`src/rtl/nxpc_pkg.sv`:
```
package nxpc_pkg;

   typedef enum logic [2:0] {
      OPC_STEP   = 3'd0,
      OPC_JUMP   = 3'd1,
      OPC_CALL   = 3'd2,
      OPC_BRANCH = 3'd3,
      OPC_SKIP   = 3'd4
   } flow_op_e;

   // status bit positions used by the signed comparison term
   localparam int unsigned SB_NEG = 2;
   localparam int unsigned SB_OVF = 3;

   // extra cycles per class (total cycles minus one)
   localparam int unsigned XTRA_JUMP  = 1;
   localparam int unsigned XTRA_CALL  = 2;
   localparam int unsigned XTRA_TAKEN = 1;
   localparam int unsigned XTRA_SKIP1 = 1;
   localparam int unsigned XTRA_SKIP2 = 2;

endpackage

```
`src/rtl/nxpc_cond_eval.sv`:
```
module nxpc_cond_eval #(
   parameter int unsigned SR_W = 8
) (
   input  logic [SR_W-1:0]         status,
   input  logic [$clog2(SR_W)-1:0] sel,
   input  logic                    signed_mode,
   input  logic                    want_set,
   output logic                    hit
);
   import nxpc_pkg::*;

   if (SR_W < 4) begin : g_bad_width
      $error("nxpc_cond_eval: SR_W must hold N and V bits");
   end

   logic tested;

   always_comb begin
      if (signed_mode) tested = status[SB_NEG] ^ status[SB_OVF];
      else             tested = status[sel];
      hit = (tested == want_set);
   end
endmodule

```
`src/rtl/nxpc_rel_target.sv`:
```
module nxpc_rel_target #(
   parameter int unsigned PC_W  = 9,
   parameter int unsigned OFS_W = 12
) (
   input  logic [PC_W-1:0]  pc,
   input  logic [OFS_W-1:0] ofs,
   output logic [PC_W-1:0]  target
);
   logic [PC_W-1:0] ofs_fit;

   // Pick how the displacement is fitted to the address width.
   if (OFS_W >= PC_W) begin : g_trunc
      // modulo arithmetic: the low bits carry everything that matters
      assign ofs_fit = ofs[PC_W-1:0];
   end else begin : g_sext
      assign ofs_fit = {{(PC_W-OFS_W){ofs[OFS_W-1]}}, ofs};
   end

   assign target = pc + ofs_fit + PC_W'(1);
endmodule

```
`src/rtl/nxpc_stall_ctr.sv`:
```
module nxpc_stall_ctr #(
   parameter int unsigned CNT_W = 2
) (
   input  logic             clk,
   input  logic             rst_n,
   input  logic             load,
   input  logic [CNT_W-1:0] load_val,
   output logic [CNT_W-1:0] count,
   output logic             busy
);
   always_ff @(posedge clk) begin
      if (!rst_n)              count <= '0;
      else if (load)           count <= load_val;
      else if (count != '0)    count <= count - CNT_W'(1);
   end

   assign busy = (count != '0);
endmodule

```
`src/rtl/nxpc_flow_unit.sv`:
```
module nxpc_flow_unit #(
   parameter int unsigned PC_W    = 9,
   parameter int unsigned OFS_W   = 12,
   parameter int unsigned STALL_W = 2
) (
   input  logic               clk,
   input  logic               rst_n,
   input  logic               issue,
   input  logic [2:0]         op,
   input  logic [PC_W-1:0]    pc,
   input  logic [OFS_W-1:0]   offset,
   input  logic [2:0]         cond_sel,
   input  logic               cond_signed,
   input  logic               cond_set,
   input  logic [7:0]         status,
   input  logic               skip_true,
   input  logic               next_two_word,
   output logic [PC_W-1:0]    next_pc,
   output logic               pc_valid,
   output logic [STALL_W-1:0] stall
);
   import nxpc_pkg::*;

   localparam int unsigned SR_W = 8;

   if (PC_W < 2 || PC_W > 24) begin : g_bad_pc
      $error("nxpc_flow_unit: PC_W out of range");
   end
   if (OFS_W < 2) begin : g_bad_ofs
      $error("nxpc_flow_unit: OFS_W too small");
   end
   if (STALL_W < 2) begin : g_bad_stall
      $error("nxpc_flow_unit: STALL_W cannot hold the call cost");
   end

   logic [PC_W-1:0]    rel_tgt;
   logic [PC_W-1:0]    plus1, plus2, plus3;
   logic               cond_hit;
   logic               busy;
   logic               accept;
   logic [PC_W-1:0]    pc_sel;
   logic [STALL_W-1:0] stall_sel;
   flow_op_e           opc;

   nxpc_rel_target #(.PC_W(PC_W), .OFS_W(OFS_W)) u_tgt (
      .pc     (pc),
      .ofs    (offset),
      .target (rel_tgt)
   );

   nxpc_cond_eval #(.SR_W(SR_W)) u_cond (
      .status      (status),
      .sel         (cond_sel),
      .signed_mode (cond_signed),
      .want_set    (cond_set),
      .hit         (cond_hit)
   );

   assign plus1  = pc + PC_W'(1);
   assign plus2  = pc + PC_W'(2);
   assign plus3  = pc + PC_W'(3);
   assign accept = issue & ~busy;
   assign opc    = flow_op_e'(op);

   always_comb begin
      pc_sel    = plus1;
      stall_sel = '0;
      case (opc)
         OPC_JUMP: begin
            pc_sel    = rel_tgt;
            stall_sel = STALL_W'(XTRA_JUMP);
         end
         OPC_CALL: begin
            pc_sel    = rel_tgt;
            stall_sel = STALL_W'(XTRA_CALL);
         end
         OPC_BRANCH: begin
            if (cond_hit) begin
               pc_sel    = rel_tgt;
               stall_sel = STALL_W'(XTRA_TAKEN);
            end
         end
         OPC_SKIP: begin
            if (skip_true) begin
               if (next_two_word) begin
                  pc_sel    = plus3;
                  stall_sel = STALL_W'(XTRA_SKIP2);
               end else begin
                  pc_sel    = plus2;
                  stall_sel = STALL_W'(XTRA_SKIP1);
               end
            end
         end
         default: begin
            pc_sel    = plus1;
            stall_sel = '0;
         end
      endcase
   end

   always_ff @(posedge clk) begin
      if (!rst_n) begin
         next_pc  <= '0;
         pc_valid <= 1'b0;
      end else begin
         pc_valid <= accept;
         if (accept) next_pc <= pc_sel;
      end
   end

   nxpc_stall_ctr #(.CNT_W(STALL_W)) u_stall (
      .clk      (clk),
      .rst_n    (rst_n),
      .load     (accept),
      .load_val (stall_sel),
      .count    (stall),
      .busy     (busy)
   );
endmodule

```
`config.mk`:
```
export PLATFORM = sky130hd
export DESIGN_NAME = nxpc_flow_unit
export DESIGN_NICKNAME = d
export VERILOG_FILES = /design/src/rtl/nxpc_pkg.sv /design/src/rtl/nxpc_cond_eval.sv /design/src/rtl/nxpc_rel_target.sv /design/src/rtl/nxpc_stall_ctr.sv /design/src/rtl/nxpc_flow_unit.sv
export SDC_FILE = /design/constraint.sdc
export NUM_CORES = 1
export LEC_CHECK = 0
export ABC_CLOCK_PERIOD_IN_PS = 2000
export BUFFER_PORTS_ARGS = -buffer_cell sky130_fd_sc_hd__buf_4
export CAP_MARGIN = 40
export CORE_MARGIN = 8
export CORE_UTILIZATION = 46
export DETAILED_ROUTE_END_ITERATION = 8
export MAX_ROUTING_LAYER = met4
export PLACE_DENSITY = 0.81
export RECOVER_POWER = 25
export SLEW_MARGIN = 20
export SYNTH_ARGS = -nofsm -noshare
export SYNTH_HDL_FRONTEND = slang
export SYNTH_HIERARCHICAL = 1
export SYNTH_SLANG_ARGS = --single-unit
export TNS_END_PERCENT = 100
```
`constraint.sdc`:
```
create_clock -name clk -period 2 [get_ports clk]
set_input_delay 0.1 -clock clk [delete_from_list [all_inputs] [get_ports clk]]
set_output_delay 0.1 -clock clk [all_outputs]
set_load 0.05 [all_outputs]
```
==> Word level (Yosys, flattened, before mapping) <==
Cells that the tools add are included.
{ "op_classes": {"mux": 13, "order_cmp": 1, "n_bitwise": 3, "eq_ne": 5, "reduce_logical": 3, "n_addsub": 6} }
{ "ops": {"columns": ["op", "count"], "rows": [
  ["2-to-1 mux 9 bit", 3],
  ["one-hot mux 9 bit (3 select lines)", 1],
  ["adder 9 x 1 -> 9 bit (second input constant)", 2],
  ["adder 9 x 2 -> 9 bit (second input constant)", 2],
  ["adder 9 bit", 1],
  ["2-to-1 mux 2 bit", 4],
  ["one-hot mux 2 bit (4 select lines)", 1],
  ["equality test 3 x 2 -> 1 bit (second input constant)", 2],
  ["less-than comparator 3 x 4 -> 1 bit (second input constant)", 1],
  ["nonzero test 2 bit", 2],
  ["binary-select mux 1 bit (select 3 bit)", 1],
  ["equality test 3 x 1 -> 1 bit (second input constant)", 1],
  ["equality test 3 bit (second input constant)", 1],
  ["2-to-1 mux 1 bit", 3],
  ["OR reduction 2 bit", 1],
  ["subtractor 2 x 1 -> 2 bit (second input constant)", 1],
  ["bitwise AND 1 bit", 1],
  ["equality test 1 bit", 1],
  ["NOT 1 bit", 1],
  ["bitwise XOR 1 bit", 1]
]} }
{ "totals": {"regBits": 12, "out_inout_bits": 12, "input_bits": 42} }

==> Logic depth before layout (Yosys ltp) <==
{ "depth": {"ltp_word": 7, "ltp_mapped": 10, "ltp_nobuf": 10} }

==> Modules after synthesis <==
Netlist, hierarchy kept.
{ "modules_own_cells": {"columns": ["module", "area_each_um2", "seq_area_each_um2", "instances", "cells_per_inst"], "rows": [
  ["nxpc_flow_unit", 1053.5, 200.2, 1, 135],
  ["nxpc_rel_target", 371.6, 0.0, 1, 50],
  ["nxpc_stall_ctr", 120.1, 40.0, 1, 14],
  ["nxpc_cond_eval", 98.8, 0.0, 1, 10]
]} }

==> Least setup slack after synthesis <==
OpenSTA, ideal clock, no wires.
{ "synth_timing": {"path_kind": "input to register", "startpoint": "in cond_sel[0]", "endpoint": "reg next_pc[5]", "path_slack_ns": -0.065, "stages": 9, "path_buffers": 1, "t_required_ns": 1.876, "setup_ns": 0.124, "arrival_ns": 1.941, "path_cell_list": "mux4_2 -> and2_1 -> o41ai_2 -> xor2_1 -> nand3b_1 -> and2_4 -> buf_6 -> a221oi_1 -> a21oi_1"} }
{ "synth_via": {"elab_chain_cells": 6} }
{ "synth_rtl": {"columns": ["element", "line_no", "source"], "rows": [
  ["start: declaration", "nxpc_flow_unit.sv:12", "input logic [2:0] cond_sel,"],
  ["binary-select mux 1 bit (select 3 bit)", "nxpc_cond_eval.sv:20", "else tested = status[sel];"],
  ["2-to-1 mux 1 bit (implied by the code)", "nxpc_cond_eval.sv:20", null],
  ["2-to-1 mux 1 bit", "nxpc_cond_eval.sv:19", "if (signed_mode) tested = status[SB_NEG] ^ status[SB_OVF];"],
  ["equality test 1 bit", "nxpc_cond_eval.sv:21", "hit = (tested == want_set);"],
  ["named net cond_hit", "nxpc_flow_unit.sv:38", "logic cond_hit;"],
  ["2-to-1 mux 9 bit", "nxpc_flow_unit.sv:78", "if (cond_hit) begin"],
  ["one-hot mux 9 bit (3 select lines)", "nxpc_flow_unit.sv:68", "case (opc)"],
  ["end signal: assignment", "nxpc_flow_unit.sv:107", "if (accept) next_pc <= pc_sel;"],
  ["end: declaration", "nxpc_flow_unit.sv:18", "output logic [PC_W-1:0] next_pc,"]
]} }
The timed path passes the listed nets, and every way through them passes these cells. The select of a mux whose other input is x is not followed.
A chain may end at the register's enable or synchronous reset.

==> Worst setup path after layout <==
{ "layout_timing": {"startpoint": "in cond_sel[0]", "endpoint": "reg next_pc[3]"} }
The elaborated chain is that of the path after synthesis.

==> impl_results.md <==
* Outcome: complete, no violations
* Vias in the first global route at ~1700
* Slew @ Worst Pin at approximately 0.61 ns
* Clock root buffer master: sky130_fd_sc_hd__clkbuf_4
* Core box area at 3390 um^2
* Dpl cells at 302
* Initial antenna violation count at 0
* Quantity of I/O buffers inserted on ports at 50
* Worst slack on hold paths at approximately 0.11 ns
* # H-tree levels at 1
* Max Cap Viol at 0
* Setup total negative slack at 0 ns
* Power consumption at roughly 1.5 mW
* # diodes at 0
* Fraction of synthesis flops using an asynchronous set or reset pin at 0
* Critical path capture point type: register
* Max VDD drop at 0.000208 V
* All-layer global routing usage at 0.165
* Max Transition Viols Final at 0
* First DRT Iteration DRCs at approximately 140
* Parity-gate share of the synthesized area counting xor and xnor cells at 0.0639
* Post-place setup slack at -0.185 ns
* Largest net degree at the start of global routing at 14
* Simple-gate portion of the synthesized area at 0.245
* Final-stage net count at roughly 320
* Area growth from synthesis to layout at 25.6%
* Cell Area, Placed at between 2000 and 2500 um^2
* Total Wirelength at 4530 um
* Finished Cell Area at 2070 um^2
* Final Setup Violations at 0
* Clock net sink count at 12
* Part of the Yosys area used for sequential elements at 0.146
* Most frequently used flop master after synthesis: sky130_fd_sc_hd__dfxtp_1
* Leakage power summed over all cells at approximately 0.89 nW
* Detailed-router iteration count before antenna repair at 5
* Count of synthesis-stage warnings from yosys at 6
* Number of cell rows at 21
* Remaining Overflow, GRT at 0
* Final worst-path setup slack at ~0.079 ns
* Share of the synthesized area in compound gates (AO/OA/AOI/OAI) at 0.298
* Min Tclk post-route at ~1.9 ns
* Synth Net Count at 265
* Critical Path Fanout Max at 4
* Mux contribution to synthesized area at 0.0449
* Fmax achieved at 0.521 GHz
* Total I/O pin count at 54
* Top Family by Delay on Critical Path: compound AO/OA/AOI/OAI gates
* Starting Density at 0.485
* Gate count of the mapped netlist at roughly 210
* Critical Path AT at 2.14 ns
* Fraction of the mapped netlist area in adder cells at 0.111
* Final hold vios at 0
* Placed wire-length estimate after detailed placement at approximately 3600 um
* Crit path launch type: input pin
* Fraction of layout instances using a drive strength above 1 at 0.281
* Area of the mapped netlist at 1640 um^2
* Normalized max-slew margin at 0.597
* Kind of critical path: input pin to register
* Antenna violation net count after detailed routing at 0
* DRC violation count after routing at 0
* TritonCTS clock tree: yes
* Critical path's largest stage delay at about 0.49 ns
* Share of the core filled with cells in the final layout at 0.609
* DR vias at 1799
* Final standard cell count with taps included and fillers excluded at around 310
* Final weighted congestion of routability-driven global placement at about 0.91
* Power per standard cell area at around 740 nW/um^2
* Clock slew seen by the registers of the worst setup and hold paths at 0.08 ns
* Number of buffers between clock root and the deepest sink at 2
* Post-synth EDFFs at 0
* Final cycle utilization of the critical path at 0.961
* Class of the most critical hold timing path: input pin to register
* Number of CTS-inserted buffers at 3
* Critical path, cell by cell: buf_4 > mux4_2 > and2_1 > o41ai_2 > xor2_1 > nand3b_1 > a2111oi_0 > a211oi_1 > a31oi_1
* WL/cell at around 15 um
* Worst path slowest cell: sky130_fd_sc_hd__mux4_2
* Max Clock Skew at roughly 0.0012 ns
* Clock insertion delay at the later pin of the skew report at about 0.28 ns
* Syn_area_per_cell at approximately 7.9 um^2
* Die area at around 5700 um^2
* Main combinational cell family by area after synthesis: compound AO/OA/AOI/OAI gates
* RSZ-0062 raised after global routing: true
* Die X at between 70 and 80 um
* Required @ worst endpoint at approximately 2.2 ns
* Die Ht at roughly 76 um
* Synthesized flop and latch total at 12
* Via-per-instance ratio at between 5 and 6
* Number of distinct standard cells referenced by the synthesized netlist at 53
* Wire length of the first global-routing pass at approximately 7400 um
* Buf+Inv Stages, Crit Path at 1
## routing by layer
metal | global-route usage | vias to the layer above | part of all wire
li1 | - | 889 | -
met2 | 0.267 | 74 | 0.46
met5 | - | - | 0
met3 | 0.0171 | 5 | 0.079
met4 | 0.0512 | 0 | 0.013
met1 | 0.210 | 831 | 0.45
## state kept, by name (all words and copies together), names as in the netlist
signal / count
next_pc: 9
u_stall/count: 2
pc_valid: 1
## logic make-up after synthesis
family                   Yosys count
AO/OA/AOI/OAI                     71
XOR/XNOR                          12
adder cells (fa/ha/maj)           14
buffers and inverters             24
flip-flops                        12
multiplexers                       6
AND/OR/NAND/NOR                   70
## cells in the mapped netlist (5+ instances only)
library cell	instances	area, um^2
sky130_fd_sc_hd__and2_1	5	31.3
sky130_fd_sc_hd__ha_1	13	163
sky130_fd_sc_hd__a31oi_1	8	50.1
sky130_fd_sc_hd__nand2b_1	5	31.3
sky130_fd_sc_hd__xnor2_1	7	61.3
sky130_fd_sc_hd__nand2_1	10	37.5
sky130_fd_sc_hd__nor2_1	7	26.3
sky130_fd_sc_hd__inv_1	13	48.8
sky130_fd_sc_hd__dfxtp_1	12	240
sky130_fd_sc_hd__o21ai_0	18	90.1
sky130_fd_sc_hd__nand3_1	12	60.1
sky130_fd_sc_hd__nor3_1	9	45.0
sky130_fd_sc_hd__a21oi_1	13	65.1
sky130_fd_sc_hd__xor2_1	5	43.8
## cell usage in the layout, fill, tap and decap left out, drive strengths merged, types with 3 or more instances in the layout
master / Yosys / routed
a31oi: 8 / 8
buf: 9 / 54
nand2b: 5 / 5
xor2: 5 / 5
and2: 7 / 7
nor2b: 3 / 3
clkbuf: 2 / 8
nand2: 10 / 10
dfxtp: 12 / 12
nand3: 12 / 12
o21a: 4 / 4
nor2: 7 / 7
mux2i: 4 / 4
inv: 13 / 13
a21o: 3 / 3
a211oi: 4 / 4
o21ai: 19 / 19
nor3: 9 / 9
a22oi: 3 / 3
a221oi: 3 / 3
nand4: 4 / 4
nor3b: 3 / 3
ha: 13 / 13
xnor2: 7 / 7
a21oi: 14 / 14
## final timing paths
check	from	endpoint	slack (ns)	depth (start not counted)
max	cond_sel[0]	next_pc[3]$_SDFFE_PN0P_	0.08	9
min	rst_n	pc_valid$_SDFF_PN0_	0.11	2
max reg2reg	u_stall/count[0]$_SDFFE_PN0P_	next_pc[2]$_SDFFE_PN0P_	0.38	8
min reg2reg	next_pc[6]$_SDFFE_PN0P_	next_pc[6]$_SDFFE_PN0P_	0.55	2
## where the power goes
group	total, mW	internal (mW)	switching (mW)
Sequential	0.347	0.311	0.0361
Clock	0.206	0.111	0.0952
Combinational	0.970	0.367	0.603
## timing repair
item,CTS,global route
buffers inserted,0,0
endpoints found under the setup margin,0,2
resized for setup,0,2
hold buffers,0,0
## cell type report
cell class	count	area (um^2)
timing repair buffer	58	420
multi-input combinational	173	1260
inverter	13	48.8
tap	46	57.6
sequential	12	240
fill	329	1320
clock buffer	4	36.3
(Power assumes the default switching activity.)
